--- config.mk ---
export PLATFORM = sky130hd
export DESIGN_NAME = clkdiv_search
export DESIGN_NICKNAME = d
export VERILOG_FILES = /design/src/rtl/clkdiv_search_pkg.sv /design/src/rtl/clkdiv_rdiv.sv /design/src/rtl/clkdiv_limit.sv /design/src/rtl/clkdiv_score.sv /design/src/rtl/clkdiv_search.sv
export SDC_FILE = /design/constraint.sdc
export NUM_CORES = 1
export LEC_CHECK = 0
export BUFFER_PORTS_ARGS = -buffer_cell sky130_fd_sc_hd__buf_2
export CORE_MARGIN = 3
export CORE_UTILIZATION = 68
export DETAILED_ROUTE_END_ITERATION = 12
export PLACE_DENSITY = 0.88
export SLEW_MARGIN = 0
export SYNTH_ARGS = -nofsm -noshare
export SYNTH_HDL_FRONTEND = slang
export SYNTH_SLANG_ARGS = --single-unit
export TNS_END_PERCENT = 30
--- constraint.sdc ---
create_clock -name clk -period 8.7 [get_ports clk]
set_input_delay 1.305 -clock clk [delete_from_list [all_inputs] [get_ports clk]]
set_output_delay 1.305 -clock clk [all_outputs]
set_load 0.02 [all_outputs]
--- src/rtl/clkdiv_search_pkg.sv ---
package clkdiv_search_pkg;
    localparam int unsigned N_SRC    = 3;
    localparam int unsigned PD_W     = 3;
    localparam int unsigned PD_FIRST = 4;
    localparam int unsigned PD_LAST  = 6;
    localparam int unsigned CODE_OFS = 3;
    localparam int unsigned DIV_W    = 7;
    localparam int unsigned DIV_MIN  = 2;
    localparam int unsigned DIV_MAX  = 127;

    typedef enum logic [2:0] {
        ST_IDLE,
        ST_LOAD_Q,
        ST_WAIT_Q,
        ST_LOAD_R,
        ST_WAIT_R,
        ST_STEP,
        ST_DONE
    } search_st_e;
endpackage

--- src/rtl/clkdiv_rdiv.sv ---
// Restoring unsigned divider, one quotient bit per cycle.
// valid pulses one cycle after the last step; quot holds until next start.
module clkdiv_rdiv #(
    parameter int unsigned W = 35
) (
    input  logic         clk,
    input  logic         rst_n,
    input  logic         start,
    input  logic [W-1:0] dividend,
    input  logic [W-1:0] divisor,
    output logic [W-1:0] quot,
    output logic         valid
);
    localparam int unsigned CW = $clog2(W + 1);

    typedef struct packed {
        logic          run;
        logic          valid;
        logic [CW-1:0] cnt;
        logic [W-1:0]  rem;
        logic [W-1:0]  quo;
        logic [W-1:0]  dsr;
    } dv_t;

    dv_t q, d;
    logic [W:0] rem_sh;
    logic [W:0] diff;
    logic       ge;

    always_comb begin
        d      = q;
        d.valid = 1'b0;
        rem_sh = {q.rem, q.quo[W-1]};
        diff   = rem_sh - {1'b0, q.dsr};
        ge     = (rem_sh >= {1'b0, q.dsr});
        if (start) begin
            d.run = 1'b1;
            d.cnt = CW'(W);
            d.rem = '0;
            d.quo = dividend;
            d.dsr = divisor;
        end else if (q.run) begin
            // a divisor of zero always subtracts: quotient becomes all ones
            d.rem = W'(ge ? diff : rem_sh);
            d.quo = {q.quo[W-2:0], ge};
            d.cnt = q.cnt - 1'b1;
            if (q.cnt == CW'(1)) begin
                d.run   = 1'b0;
                d.valid = 1'b1;
            end
        end
    end

    always_ff @(posedge clk or negedge rst_n) begin
        if (!rst_n) q <= '0;
        else        q <= d;
    end

    assign quot  = q.quo;
    assign valid = q.valid;
endmodule

--- src/rtl/clkdiv_limit.sv ---
// Limits the request to the fastest source divided by four.
module clkdiv_limit #(
    parameter int unsigned W = 32
) (
    input  logic [W-1:0] f_a,
    input  logic [W-1:0] f_b,
    input  logic [W-1:0] f_c,
    input  logic [W-1:0] req,
    output logic [W-1:0] req_lim
);
    logic [W-1:0] m_ab;
    logic [W-1:0] m_abc;
    logic [W-1:0] ceil_v;

    always_comb begin
        m_ab    = (f_a > f_b) ? f_a : f_b;
        m_abc   = (m_ab > f_c) ? m_ab : f_c;
        ceil_v  = m_abc >> 2;
        req_lim = (req > ceil_v) ? ceil_v : req;
    end
endmodule

--- src/rtl/clkdiv_score.sv ---
// Absolute error of a candidate and the strict-improvement decision.
module clkdiv_score #(
    parameter int unsigned W = 32
) (
    input  logic [W-1:0] cand,
    input  logic [W-1:0] target,
    input  logic [W-1:0] best_err,
    input  logic         have_best,
    output logic [W-1:0] err,
    output logic         better
);
    always_comb begin
        err    = (cand >= target) ? (cand - target) : (target - cand);
        better = !have_best || (err < best_err);
    end
endmodule

--- src/rtl/clkdiv_search.sv ---
module clkdiv_search
    import clkdiv_search_pkg::*;
#(
    parameter int unsigned FREQ_W = 32
) (
    input  logic              clk,
    input  logic              rst_n,
    input  logic              start,
    input  logic [FREQ_W-1:0] req_rate,
    input  logic [FREQ_W-1:0] f_ext,
    input  logic [FREQ_W-1:0] f_pll1,
    input  logic [FREQ_W-1:0] f_pll2,
    output logic              busy,
    output logic              done,
    output logic              found,
    output logic              sel_pll,
    output logic              sel_pll2,
    output logic [1:0]        pre_code,
    output logic [DIV_W-1:0]  div_val,
    output logic [FREQ_W-1:0] rate_out
);
    localparam int unsigned MW = FREQ_W + 1;   // doubled source frequency
    localparam int unsigned DW = FREQ_W + 3;   // divider width (request x 6)

    typedef struct packed {
        search_st_e                     st;
        logic [1:0]                     src;
        logic [PD_W-1:0]                pd;
        logic [FREQ_W-1:0]              req;
        logic [N_SRC-1:0][FREQ_W-1:0]   fsrc;
        logic [DIV_W-1:0]               cdiv;
        logic                           found;
        logic                           esel;
        logic                           psel;
        logic [1:0]                     code;
        logic [DIV_W-1:0]               div;
        logic [FREQ_W-1:0]              rate;
        logic [FREQ_W-1:0]              err;
    } ctx_t;

    ctx_t q, n;

    logic [FREQ_W-1:0] req_lim;
    logic [FREQ_W-1:0] f_cur;
    logic [MW-1:0]     mclk;
    logic [DW-1:0]     req_x_pd;
    logic [DW-1:0]     pd_x_div;
    logic              dv_start;
    logic [DW-1:0]     dv_dsr;
    logic [DW-1:0]     dv_quot;
    logic              dv_valid;
    logic              q_in_range;
    logic [FREQ_W-1:0] rate_cand;
    logic [FREQ_W-1:0] cand_err;
    logic              cand_better;

    clkdiv_limit #(.W(FREQ_W)) i_limit (
        .f_a     (f_ext),
        .f_b     (f_pll1),
        .f_c     (f_pll2),
        .req     (req_rate),
        .req_lim (req_lim)
    );

    clkdiv_rdiv #(.W(DW)) i_rdiv (
        .clk      (clk),
        .rst_n    (rst_n),
        .start    (dv_start),
        .dividend (DW'(mclk)),
        .divisor  (dv_dsr),
        .quot     (dv_quot),
        .valid    (dv_valid)
    );

    clkdiv_score #(.W(FREQ_W)) i_score (
        .cand      (rate_cand),
        .target    (q.req),
        .best_err  (q.err),
        .have_best (q.found),
        .err       (cand_err),
        .better    (cand_better)
    );

    // operand preparation
    always_comb begin
        case (q.src)
            2'd0:    f_cur = q.fsrc[0];
            2'd1:    f_cur = q.fsrc[1];
            default: f_cur = q.fsrc[2];
        endcase
        mclk       = {f_cur, 1'b0};
        req_x_pd   = DW'(q.req) * DW'(q.pd);
        pd_x_div   = DW'(q.pd) * DW'(q.cdiv);
        q_in_range = (dv_quot >= DW'(DIV_MIN)) && (dv_quot <= DW'(DIV_MAX));
        rate_cand  = FREQ_W'(dv_quot);
    end

    // next-state logic
    always_comb begin
        n        = q;
        dv_start = 1'b0;
        dv_dsr   = req_x_pd;
        case (q.st)
            ST_IDLE: begin
                if (start) begin
                    n.st      = ST_LOAD_Q;
                    n.fsrc[0] = f_ext;
                    n.fsrc[1] = f_pll1;
                    n.fsrc[2] = f_pll2;
                    n.req     = req_lim;
                    n.src     = 2'd0;
                    n.pd      = PD_W'(PD_FIRST);
                    n.cdiv    = '0;
                    n.found   = 1'b0;
                    n.esel    = 1'b0;
                    n.psel    = 1'b0;
                    n.code    = '0;
                    n.div     = '0;
                    n.rate    = '0;
                    n.err     = '1;
                end
            end
            ST_LOAD_Q: begin
                dv_start = 1'b1;
                dv_dsr   = req_x_pd;
                n.st     = ST_WAIT_Q;
            end
            ST_WAIT_Q: begin
                if (dv_valid) begin
                    if (q_in_range) begin
                        n.cdiv = DIV_W'(dv_quot);
                        n.st   = ST_LOAD_R;
                    end else begin
                        n.st   = ST_STEP;
                    end
                end
            end
            ST_LOAD_R: begin
                dv_start = 1'b1;
                dv_dsr   = pd_x_div;
                n.st     = ST_WAIT_R;
            end
            ST_WAIT_R: begin
                if (dv_valid) begin
                    if (cand_better) begin
                        n.found = 1'b1;
                        n.esel  = (q.src != 2'd0);
                        n.psel  = (q.src == 2'd2);
                        n.code  = 2'(q.pd - PD_W'(CODE_OFS));
                        n.div   = q.cdiv;
                        n.rate  = rate_cand;
                        n.err   = cand_err;
                    end
                    n.st = ST_STEP;
                end
            end
            ST_STEP: begin
                if (q.pd == PD_W'(PD_LAST)) begin
                    if (q.src == 2'(N_SRC - 1)) begin
                        n.st = ST_DONE;
                    end else begin
                        n.src = q.src + 2'd1;
                        n.pd  = PD_W'(PD_FIRST);
                        n.st  = ST_LOAD_Q;
                    end
                end else begin
                    n.pd = q.pd + PD_W'(1);
                    n.st = ST_LOAD_Q;
                end
            end
            ST_DONE: n.st = ST_IDLE;
            default: n.st = ST_IDLE;
        endcase
    end

    always_ff @(posedge clk or negedge rst_n) begin
        if (!rst_n) q <= '0;
        else        q <= n;
    end

    assign busy     = (q.st != ST_IDLE);
    assign done     = (q.st == ST_DONE);
    assign found    = q.found;
    assign sel_pll  = q.esel;
    assign sel_pll2 = q.psel;
    assign pre_code = q.code;
    assign div_val  = q.div;
    assign rate_out = q.rate;
endmodule

==> flow_summary.ini <==
[synth]
ys_seq_area_share_pct = 31.0
synth_area_leaders = dfrtp_1 31%, ha_1 13%, nand2_1 6.9%
synth_most_common_cell = nand2_1
synth_area_per_cell_um2 = 8.31
synthesis.nets = 3671
ys_warn_count = 0
synth_largest_area_cell = dfrtp_1
synth-main-ff-cell = dfrtp_1
ys_top_cells_by_count = 494 x nand2_1, 332 x dfrtp_1, 304 x inv_1
ys_types = 75
synth_edf_count = 0
synth_top_area_share_pct = 31.0
synth_area_um2 = 26800
ys_ff_latch = 332
syn_inst = 3227
async_flop_share_pct = 100

[placed_design]
port_buffers = 176
finalWeightedCongestion = 0.999
dp_slack_ns = 0.0964
hpwl_um = 56300

[clock_network]
cts_post_setup_buffers_inserted = 0
cts_resized = 0
cts_hold_buf = 0
root_buffer = clkbuf_16
htreeDepth = 2
cts_tree = done
cts_buffers = 40
clkLatencyLatePin_ns = 0.58
clock-sinks = 332
clk_pin_slew_ns = 0.07
ctsLongestPathBuffers = 3

[power_and_ir_drop]
ir_drop_v = 0.000158
clkPwrFrac_pct = 46.8
pwr-share-comb_pct = 11.0
power_density_nw_per_um2 = 126
power_frac_seq_pct = 42.3
p_int_uw = 2710
p_leak_uw = 0.0152
p_sw_share_pct = 25.8
p_switching_uw = 943

[critical_path]
reg2reg_slack_ns = 1.52
required_ns = 9.15
worst-path-buf-inv = 4
r2r_start = i_rdiv.quot[0]
critical_path.slowest_cell = o31ai_4
cp-end-kind = flop
cp-start-kind = input port
worstSetupPathType = input port to flop
worst_path_dominant_cell_family = compound AO/OA/AOI/OAI gates
r2r_cells = 25
cp.arrival_ns = 8.64
cp_max_fo = 29
cp_slowest_stage_delay_ns = 0.83
r2r-end = q[1]

[grt]
antenna_found_initial = 1
overflow = 0
grt_pass1_vias = 23820
grt_max_degree = 157
grt_pass1_wl_um = 121000
track_usage_pct = 35.7

[worst_hold_path]
worstHoldPathCells = 2
hp-class = flop to flop
worstHoldStart = rate_out[8]
worstHoldEndpoint = rate_out[8]

[timing]
whs_ns = 0.470
post-route-period-util_pct = 94.1
fmaxAchievable_mhz = 122
setup_viol = 0
period_needed_ns = 8.19
rsz0062_at_grt = false
maxSlewViolCount = 0
finalHoldViolCount = 0
fin_tns_setup_ns = 0
worstMarginPinSlew_ns = 1.22
postLayoutSetupSlackWorst_ns = 0.511
fin_skew_ns = 0.0164
max_slew_margin_pct = 18.7

[routing]
wire_per_inst_um = 19.8
wl_met1_um = 31100
postRouteAntennaNets = 0
vias = 24124
routed_wl_um = 75500
first_iter_violations = 2106
remaining_drc_errors = 0
via_per_inst = 6.34
top_layer = met5
wl_met3_um = 5380
wl_met2_um = 35800
first_pass_iters = 6

[job]
drv_cap = 0

[final_layout]
areaGrowthSynthToFinish_pct = 8.08
nets = 3702
drive_above_1_share_pct = 11.4
diodes = 0

[floorplanning]
num_io_pins = 177
dieArea_um2 = 41900
die_w_um = 205
core_um2 = 38800
rows = 72
start_util_pct = 69.1
die_y_um = 205

[status]
status = complete, no violations
-- tightest hold or removal path, cell delays in order, from the launching register on --
cell	delay [ns]
dfrtp_1	0.34
nand2_1	0.05
o31ai_1	0.05
-- cell type report --
cell class | count | area (µm²)
clock buffer | 50 | 1100
fill | 2933 | 9840
multi-input combinational | 2373 | 16400
tap | 518 | 648
timing repair buffer | 206 | 1140
sequential | 332 | 8310
clock inverter | 23 | 226
inverter | 305 | 1140
-- power groups by stage --
stage	Clock, µW	Combinational [µW]	Sequential (µW)
6_report	1710	401	1540
5_1_grt	1790	441	1540
4_1_cts	1730	393	1540
3_5_place_dp	0	388	1570
3_3_place_gp	0	370	1570
2_1_floorplan	0	235	1570
-- how the worst max path moves through the flow --
stage / startpoint / to / slack (ns) / cells past startpoint
after floorplan: f_pll1[1] / q[180] / 1.27 / 31
after global placement: f_pll1[17] / q[200] / 0.40 / 30
after detailed placement: f_pll1[17] / q[184] / 0.1 / 33
after CTS: f_pll1[17] / q[201] / 0.68 / 30
after global routing: f_pll1[17] / q[198] / 0.24 / 30
final: f_pll1[17] / q[184] / 0.51 / 32
-- sequential cells by signal (all words and copies together), names as in the netlist, 2 cells and up --
| name | count |
|---|---|
| q | 175 |
| i_rdiv.q | 77 |
| i_rdiv.quot | 35 |
| rate_out | 32 |
| div_val | 7 |
| pre_code | 2 |
-- layout by cell type (no fill, tap or decap), types with 40 or more instances in the layout --
cell         n
and2_1      43
nor2_1     150
o31ai_1     83
buf_2      175
xor2_1      41
fa_1        40
a211oi_1    53
mux2i_1     62
nand2_1    493
nand4_1     42
ha_1       273
a21o_1      89
a21oi_1    245
clkbuf_16   41
inv_1      304
dfrtp_1    331
o21ai_0    224
xnor2_1     52
-- metrics by stage --
| stage | area, µm² | power [µW] | utilization (%) | cells |
|---|---|---|---|---|
| finish | 29000 | 3660 | 74.7 | 3807 |
| global route | 29000 | 3780 | 74.7 | 3807 |
| CTS | 29000 | 3660 | 74.7 | 3807 |
| detailed placement | 27700 | 1960 | 71.2 | 3734 |
| global placement | 27700 | 1940 | 71.2 | 3734 |
| floorplan | 26800 | 1810 | - | 3227 |
-- logic make-up after synthesis --
family / after synthesis / share of synthesized area (%)
AOI/OAI and AO/OA: 945 / 22.9
muxes: 100 / 3.91
xor gates and xnor gates: 93 / 3.04
DFF: 332 / 31.0
adders and majority gates: 313 / 15.7
and+or+nand+nor: 922 / 15.3
buffers and inverters: 522 / 8.09
-- per-layer routing --
| metal | up-vias | GRT usage (%) |
|---|---|---|
| li1 | 11257 | - |
| met2 | 1066 | 60.1 |
| met1 | 11590 | 46.9 |
| met4 | 2 | 14.9 |
| met5 | - | 0 |
| met3 | 209 | 4.42 |
No activity file was read; power rests on OpenSTA's default activity.
